$ cat config.mk
export PLATFORM = sky130hd
export DESIGN_NAME = i2c_subaddr_slave
export DESIGN_NICKNAME = d
export VERILOG_FILES = /design/src/rtl/i2c_subaddr_slave.sv
export SDC_FILE = /design/constraint.sdc
export NUM_CORES = 1
export LEC_CHECK = 0
export BUFFER_PORTS_ARGS = -buffer_cell sky130_fd_sc_hd__clkbuf_2
export CORE_UTILIZATION = 55
export CTS_CLUSTER_DIAMETER = 60
export DETAILED_ROUTE_END_ITERATION = 6
export PLACE_DENSITY = 0.78
export SLEW_MARGIN = 20
export SYNTH_ARGS = -nofsm -noshare
export SYNTH_HDL_FRONTEND = slang
export SYNTH_SLANG_ARGS = --single-unit
$ cat constraint.sdc
create_clock -name clk -period 5.6 [get_ports clk]
set_input_delay 0.56 -clock clk [delete_from_list [all_inputs] [get_ports clk]]
set_output_delay 0.56 -clock clk [all_outputs]
set_load 0.05 [all_outputs]
$ cat src/rtl/i2c_subaddr_slave.sv
module i2c_subaddr_slave #(
  parameter logic [3:0] ADDR_HI = 4'b0100,
  parameter int FILT = 3,
  parameter int NREG = 6
) (
  input  logic       clk,
  input  logic       rst_n,
  input  logic       scl_i,
  input  logic       sda_i,
  output logic       sda_oe,
  input  logic [2:0] strap_i,
  input  logic [7:0] status_i,
  output logic       reg_we,
  output logic [2:0] reg_addr,
  output logic [7:0] reg_wdata,
  output logic       reg_rd
);
  localparam logic [3:0] NREG_L = 4'(NREG);

  typedef enum logic [2:0] {IDLE, RX, ACK, TX, MACK} st_t;
  typedef enum logic [1:0] {PH_ADDR, PH_SUB, PH_DATA} ph_t;

  logic [1:0] scl_sy, sda_sy;
  logic [FILT-1:0] scl_h, sda_h;
  logic scl_f, sda_f, scl_q, sda_q;

  always_ff @(posedge clk or negedge rst_n)
    if (!rst_n) begin
      scl_sy <= '1; sda_sy <= '1; scl_h <= '1; sda_h <= '1;
      scl_f <= 1'b1; sda_f <= 1'b1; scl_q <= 1'b1; sda_q <= 1'b1;
    end else begin
      scl_sy <= {scl_sy[0], scl_i};
      sda_sy <= {sda_sy[0], sda_i};
      scl_h  <= {scl_h[FILT-2:0], scl_sy[1]};
      sda_h  <= {sda_h[FILT-2:0], sda_sy[1]};
      if (&scl_h) scl_f <= 1'b1; else if (~|scl_h) scl_f <= 1'b0;
      if (&sda_h) sda_f <= 1'b1; else if (~|sda_h) sda_f <= 1'b0;
      scl_q <= scl_f;
      sda_q <= sda_f;
    end

  wire scl_rise = scl_f & ~scl_q;
  wire scl_fall = ~scl_f & scl_q;
  wire start_c  = scl_f & scl_q & sda_q & ~sda_f;
  wire stop_c   = scl_f & scl_q & ~sda_q & sda_f;

  st_t st;
  ph_t ph;
  logic [3:0] bitcnt;
  logic [7:0] sh;
  logic [2:0] sub;
  logic rw, mack;

  always_ff @(posedge clk or negedge rst_n)
    if (!rst_n) begin
      st <= IDLE; ph <= PH_ADDR; bitcnt <= '0; sh <= '0; sub <= '0;
      rw <= 1'b0; mack <= 1'b0; sda_oe <= 1'b0;
      reg_we <= 1'b0; reg_addr <= '0; reg_wdata <= '0; reg_rd <= 1'b0;
    end else begin
      reg_we <= 1'b0;
      reg_rd <= 1'b0;
      if (start_c) begin
        st <= RX; ph <= PH_ADDR; bitcnt <= '0; sda_oe <= 1'b0;
      end else if (stop_c) begin
        st <= IDLE; sda_oe <= 1'b0;
      end else begin
        case (st)
          RX:
            if (scl_rise) begin
              sh <= {sh[6:0], sda_f};
              bitcnt <= bitcnt + 4'd1;
            end else if (scl_fall && bitcnt == 4'd8) begin
              case (ph)
                PH_ADDR:
                  if (sh[7:1] == {ADDR_HI, strap_i}) begin
                    rw <= sh[0]; st <= ACK; sda_oe <= 1'b1;
                  end else st <= IDLE;
                PH_SUB: begin
                  sub <= sh[2:0]; st <= ACK; sda_oe <= 1'b1;
                end
                default: begin
                  if ({1'b0, sub} < NREG_L) begin
                    reg_we <= 1'b1; reg_addr <= sub; reg_wdata <= sh;
                  end
                  sub <= sub + 3'd1; st <= ACK; sda_oe <= 1'b1;
                end
              endcase
            end
          ACK:
            if (scl_fall) begin
              bitcnt <= '0;
              if (ph == PH_ADDR && rw) begin
                sh <= status_i; reg_rd <= 1'b1; st <= TX; sda_oe <= ~status_i[7];
              end else begin
                sda_oe <= 1'b0; st <= RX;
                ph <= (ph == PH_ADDR) ? PH_SUB : PH_DATA;
              end
            end
          TX:
            if (scl_fall) begin
              if (bitcnt == 4'd7) begin
                sda_oe <= 1'b0; st <= MACK;
              end else begin
                sh <= {sh[6:0], 1'b0}; bitcnt <= bitcnt + 4'd1; sda_oe <= ~sh[6];
              end
            end
          MACK:
            if (scl_rise) mack <= ~sda_f;
            else if (scl_fall) begin
              if (mack) begin
                sh <= status_i; reg_rd <= 1'b1; bitcnt <= '0; st <= TX;
                sda_oe <= ~status_i[7];
              end else st <= IDLE;
            end
          default: ;
        endcase
      end
    end
endmodule


==> results.py, run 1 <==
metrics = {
    "synth": {
        "dominantRegCellSynth": "dfrtp_1",
        "syn-mean-instance-area_sq_um": 11.8,
        "netlist_instances": 209,
        "synth_area_leaders": "dfrtp_1 37%, dfstp_2 15%, mux2_2 12%",
        "synth.ff_latch_count": 50,
        "synth_nets": 227,
        "ys_seq_area_share_pct": 51.6,
        "synthDistinctLibCells": 53,
        "synth_top_area_share_pct": 36.7,
        "async_flop_share_pct": 100,
        "netlist_area_sq_um": 2460,
        "yosys.area.top_type": "dfrtp_1",
        "synth_edf_count": 0,
        "yosys_warnings": 0,
    },
    "die": {
        "die_area_sq_um": 4740,
        "num_rows": 23,
        "coreArea_sq_um": 4140,
        "ios": 29,
        "fp.dieW_um": 68.8,
        "initial_core_util_pct": 59.3,
        "die_h_um": 68.8,
    },
    "route": {
        "antenna_left": 0,
        "wl_per_cell_um": 16.3,
        "dr.pass1.iters": 4,
        "vias_per_cell": 5.87,
        "dr.first_iter.drc_count": 105,
        "wirelength_mm": 4.70,
        "post-route-drc-count": 0,
        "route.vias.total": 1696,
    },
    "clock_network": {
        "cts_root_buf": "clkbuf_8",
        "htree_levels": 2,
        "cts_resized": 0,
        "cts.path.max_buffers": 2,
        "cts_tree": "built",
        "clk_latency_ns": 0.31,
        "postCtsHoldBufs": 0,
        "clkTransAtPathRegs_ns": 0.09,
        "post-cts-setup-buffers": 0,
        "clock_sinks": 50,
        "cts_made_buffers": 5,
    },
    "power": {
        "power.leakage_nw": 1.21,
        "ir_worst_vdd_v": 0.000204,
        "power.density_nw_per_um2": 349,
    },
    "worst_setup_path": {
        "cp_max_fo": 16,
        "critPathArrivalTime_ns": 2.59,
        "cp-end-kind": "register",
        "critPathKind": "reg2reg",
        "crit_path_start_kind": "register",
        "crit_required_ns": 5.79,
    },
    "timing": {
        "worst_slew_pin_slew_ns": 0.627,
        "rsz0062_at_grt": "false",
        "setup_violations": 0,
        "fin_crit_ns": 2.39,
        "period_share_pct": 42.7,
        "setup_ws_ns": 3.21,
        "finalClockSkew_ns": 0.0123,
        "slew_violations": 0,
        "hold_violations": 0,
        "fmax_mhz": 418,
        "tns_ns": 0,
        "slew_headroom_pct": 58.2,
    },
    "placed_design": {
        "hpwl_mm": 3.32,
        "dp_slack_ns": 3.22,
        "numPortBuffers": 28,
        "gp_congestion": 0.910,
    },
    "cells_and_area": {
        "multi_input_area_sq_um": 1130,
        "nets": 256,
        "syn2layout_area_growth_pct": 11.0,
        "antenna_cells": 0,
        "final-seq-area_sq_um": 1270,
        "drive_gt1_share_pct": 37.7,
        "fill_cells": 324,
    },
    "global_routing": {
        "antenna_found_initial": 0,
        "grt_max_degree": 51,
        "grt_pass1_wl_mm": 7.40,
        "grt_pass1_vias": 1470,
        "grt.overflow.total": 0,
        "track_usage_pct": 22.1,
    },
    "status": {
        "status": "complete, no violations",
    },
    "flow_run": {
        "drv_cap": 0,
    },
    "worst_hold_path": {
        "hold_class": "in2async",
    },
}
worst max-delay path, stage by stage, from the launching register on:
cell	delay (ns)
dfrtp_1	0.64
or3b_1	0.42
nor3_2	0.25
nand3_1	0.50
mux2_2	0.46
per-stage QoR:
stage                     cells  hold slack (ns)  power, mW  utilization [%]  area, sq um
after detailed placement    281            0.347      0.741             63.5         2630
after CTS                   289            0.322      0.959             65.8         2730
after global placement      281            0.346      0.732             63.5         2630
after floorplan             209            0.264      0.675                -         2460
after global routing        289            0.320       1.01             65.8         2730
final                       289            0.333      0.952             65.8         2730
flip-flops by register name (all words and copies together), names as in the netlist:
signal     flops
sda_oe         1
sh             8
sda_sy         2
reg_addr       3
reg_wdata      8
reg_we         1
mack           1
sub            3
sda_h          3
reg_rd         1
scl_q          1
scl_f          1
scl_h          3
rw             1
bitcnt         4
ph             2
st             3
scl_sy         2
sda_q          1
sda_f          1
routing by layer:
metal / wire, um / track usage [%] / vias up / part of all wire [%]
met5: 0 / 0 / - / 0
met4: 70 / 7.65 / 0 / 1.5
met3: 184 / 5.43 / 6 / 3.9
met2: 2140 / 33.9 / 42 / 46
met1: 2300 / 30.4 / 821 / 49
li1: - / - / 827 / -
where the power goes:
group          switching (mW)  internal (mW)  leakage [nW]
sequential             0.0716          0.419         0.621
clock                   0.117         0.0995        0.0488
combinational           0.121          0.124         0.542
area by class of cell:
cell class,count,area share [%]
clock inverters,2,0.459
well taps,50,2.29
multi-input cells,145,41.3
flip-flops and latches,50,46.5
inverters,7,0.963
repair buffers,29,5.41
clock buffers,6,3.03
Yosys cell counts (2+ instances only):
| master | instances |
|---|---|
| nor3b_2 | 2 |
| or2b_1 | 2 |
| nand4_1 | 2 |
| a211oi_1 | 3 |
| o211ai_1 | 3 |
| dfstp_2 | 14 |
| buf_2 | 4 |
| nand2b_1 | 3 |
| a21oi_1 | 9 |
| or4b_2 | 2 |
| nor3b_1 | 3 |
| mux2_2 | 27 |
| nand3b_1 | 4 |
| nor2b_1 | 2 |
| nand3_1 | 5 |
| dfrtp_1 | 36 |
| nand2_1 | 13 |
| ha_1 | 3 |
| o32ai_1 | 2 |
| o21ai_0 | 13 |
| nand4b_1 | 3 |
| xor2_1 | 4 |
| clkbuf_1 | 2 |
| mux2i_1 | 3 |
| inv_1 | 7 |
| nor2_1 | 10 |
| a21o_1 | 2 |
kinds of logic after synthesis:
kind of cell | share of synthesized area, %
simple gates | 17.1
flops | 51.6
compound gates | 11.9
mux | 13.6
buf+inv | 2.50
xor+xnor | 1.78
fa+ha+maj | 1.53
layout by cell type, fill, tap and decap left out, types with 2 or more instances in the layout:
master    Yosys  final
dfrtp_1      36     36
clkbuf_2      0     28
mux2_2       27     27
dfstp_2      14     14
nand2_1      13     13
o21ai_0      13     13
nor2_1       10     10
a21oi_1       9      9
inv_1         7      7
clkbuf_8      0      6
nand3_1       5      5
nand3b_1      4      4
xor2_1        4      4
nor3b_1       3      3
nand2b_1      3      3
o211ai_1      3      3
mux2i_1       3      3
nand4b_1      3      3
a211oi_1      3      3
ha_1          3      3
or2b_1        2      2
or4b_2        2      2
nor2b_1       2      2
nor3b_2       2      2
a21o_1        2      2
nand4_1       2      2
o32ai_1       2      2
worst paths after layout:
check                      startpoint     endpoint  slack [ns]  cells after the start
min in group clk                scl_i    scl_sy[0]        0.33                      1
max reg2reg                     st[0]  reg_addr[1]        3.21                      4
min                             rst_n    bitcnt[3]        0.33                      2
max                             st[0]  reg_addr[1]        3.21                      4
max in group asynchronous       rst_n       reg_rd        4.83                      2
min reg2reg                 scl_sy[1]     scl_h[0]        0.35                      0
(Power assumes the default switching activity.)
==> run 2: changes to the inputs <==
--- a/config.mk
+++ b/config.mk
@@ -6,10 +6,10 @@
 export NUM_CORES = 1
 export LEC_CHECK = 0
 export BUFFER_PORTS_ARGS = -buffer_cell sky130_fd_sc_hd__clkbuf_2
-export CORE_UTILIZATION = 55
+export CORE_UTILIZATION = 52
 export CTS_CLUSTER_DIAMETER = 60
 export DETAILED_ROUTE_END_ITERATION = 6
-export PLACE_DENSITY = 0.78
+export PLACE_DENSITY = 0.77
 export SLEW_MARGIN = 20
 export SYNTH_ARGS = -nofsm -noshare
 export SYNTH_HDL_FRONTEND = slang
==> constraint.sdc (replaced) <==
create_clock -name clk -period 2.1 [get_ports clk]
set_input_delay 0.21 -clock clk [delete_from_list [all_inputs] [get_ports clk]]
set_output_delay 0.21 -clock clk [all_outputs]
set_load 0.05 [all_outputs]
==> results.py, run 2 (synthesized netlist as in run 1, its figures left out) <==
metrics = {
    "global_routing": {
        "busiest_layer": "met1",
        "grt_util_met1_pct": 31.7,
        "grt.overflow.total": 0,
        "met3_usage_pct": 4.42,
        "use_met2_pct": 31.4,
        "grt_max_degree": 30,
        "antenna_found_initial": 0,
        "track_usage_pct": 21.4,
        "grt_pass1_vias": 1697,
        "grt_pass1_wl_mm": 8.32,
    },
    "timing": {
        "rsz0062_at_grt": "false",
        "hold_violations": 0,
        "tns_ns": 0,
        "period_share_pct": 95.5,
        "slew_violations": 0,
        "worst_slew_pin_slew_ns": 0.557,
        "slew_headroom_pct": 62.9,
        "fmax_mhz": 498,
        "finalClockSkew_ns": 0.0141,
        "setup_violations": 0,
        "holdWs_ns": 0.259,
        "fin_crit_ns": 2.01,
    },
    "worst_setup_path": {
        "critPathArrivalTime_ns": 2.23,
        "crit_start": "sh[4]",
        "path_delay_family": "simple AND/OR/NAND/NOR gates",
        "crit_path_start_kind": "register",
        "critPathKind": "reg2reg",
        "crit_path_max_incr_delay_ns": 0.71,
        "r2r-start": "sh[4]",
        "crit_chain": "or4b_2 > o41ai_1 > o2111ai_1 > mux2i_1",
        "cp_max_fo": 4,
        "cp-end-kind": "register",
        "path_buf_inv": 0,
        "crit_required_ns": 2.32,
        "cpMaxStageDelayCell": "or4b_2",
    },
    "cells_and_area": {
        "fill_cells": 362,
        "final_common_cell": "dfrtp_1",
        "nets": 272,
        "drive_gt1_share_pct": 40.4,
        "final-seq-area_sq_um": 1270,
        "multi_input_area_sq_um": 1130,
        "syn2layout_area_growth_pct": 17.4,
        "most-common-layout-cells": "36 x dfrtp_1, 28 x clkbuf_2, 27 x mux2_2, 14 x dfstp_2",
        "reg_top3": "reg_wdata: 8 flops, sh: 8 flops, bitcnt: 4 flops",
        "antenna_cells": 0,
        "fin_area_sq_um": 2890,
    },
    "placed_design": {
        "numPortBuffers": 28,
        "place_area_sq_um": 2750,
        "hpwl_mm": 3.53,
        "gp_congestion": 0.912,
    },
    "worst_hold_path": {
        "min_from": "status_i[2]",
        "hold_class": "in2reg",
    },
    "route": {
        "wirelength_mm": 4.74,
        "post-route-drc-count": 0,
        "wl_per_cell_um": 15.5,
        "antenna_left": 0,
        "dr.pass1.iters": 4,
        "dr.first_iter.drc_count": 101,
        "route.vias.total": 1794,
        "vias_per_cell": 5.84,
    },
    "power": {
        "switching_share_pct": 30.7,
        "p_sw_uw": 831,
        "pwr-share-seq_pct": 47.5,
        "comb_power_share_pct": 28.2,
        "power.leakage_nw": 1.30,
        "intPower_mw": 1.88,
        "power.density_nw_per_um2": 939,
        "clockPowerShare_pct": 24.4,
        "ir_worst_vdd_v": 0.000610,
    },
    "die": {
        "die_area_sq_um": 5000,
        "num_rows": 24,
        "die_h_um": 70.7,
        "ios": 29,
        "initial_core_util_pct": 55.3,
        "coreArea_sq_um": 4440,
        "fp.dieW_um": 70.7,
    },
    "clock_network": {
        "cts_made_buffers": 5,
        "cts_root_buf": "clkbuf_8",
        "clkTransAtPathRegs_ns": 0.09,
        "clk_latency_ns": 0.31,
        "clock_sinks": 50,
        "cts.path.max_buffers": 2,
        "cts_tree": "built",
        "post-cts-setup-buffers": 0,
        "htree_levels": 2,
    },
    "status": {
        "status": "complete, no violations",
    },
    "flow_run": {
        "drv_cap": 0,
    },
}
-- run 2: final cells by class --
class	instances	share of cell area (%)
multi-input combinational	145	39.2
clock inverter	1	1.04
sequential	50	44.0
inverter	7	0.911
tap	52	2.25
timing repair buffer	45	9.97
clock buffer	7	2.65
-- run 2: worst reg2reg max path, delay by kind of cell (launching register included) --
kind / cells / cell delay [ns]
simple gates: 1 / 0.71
compound gates: 2 / 0.68
flops: 1 / 0.40
mux: 1 / 0.14
-- run 2: worst paths after layout --
| kind | to | slack (ns) | cells after the start |
|---|---|---|---|
| max | st[1] | 0.09 | 4 |
| min | sh[2] | 0.26 | 3 |
| max reg2reg | st[1] | 0.09 | 4 |
| min reg2reg | scl_sy[1] | 0.36 | 0 |
| max in group asynchronous | sda_h[2] | 1.07 | 3 |
| min in group asynchronous | ph[1] | 0.42 | 2 |
-- run 2: timing repair --
action | 4_1_cts | 5_1_grt
gates resized for setup | 0 | 1
hold buffers | 3 | 0
setup endpoints to repair | 0 | 1
hold endpoints to repair | 14 | 0
-- run 2: power by group through the flow --
stage / combinational [mW] / clock [mW] / sequential (mW)
2_1_floorplan: 0.529 / 0 / 1.27
3_3_place_gp: 0.739 / 0 / 1.30
3_5_place_dp: 0.757 / 0 / 1.30
4_1_cts: 0.765 / 0.671 / 1.29
5_1_grt: 0.847 / 0.713 / 1.31
6_report: 0.763 / 0.660 / 1.29
-- run 2: metrics by stage --
step           setup slack (ns)  instances  utilization [%]  power, mW
2_1_floorplan            0.0386        209                -       1.80
5_1_grt                  0.0219        307             64.9       2.87
3_5_place_dp              0.132        296             61.8       2.06
4_1_cts                   0.108        307             64.8       2.72
3_3_place_gp              0.153        296             61.8       2.04
6_report                 0.0937        307             64.9       2.71
-- run 2: routing by layer --
| metal | vias up | share of wire [%] | wire length, um |
|---|---|---|---|
| li1 | 860 | - | - |
| met1 | 889 | 47 | 2220 |
| met2 | 39 | 48 | 2260 |
| met3 | 6 | 4.1 | 196 |
| met4 | 0 | 1.5 | 70 |
| met5 | - | 0 | 0 |
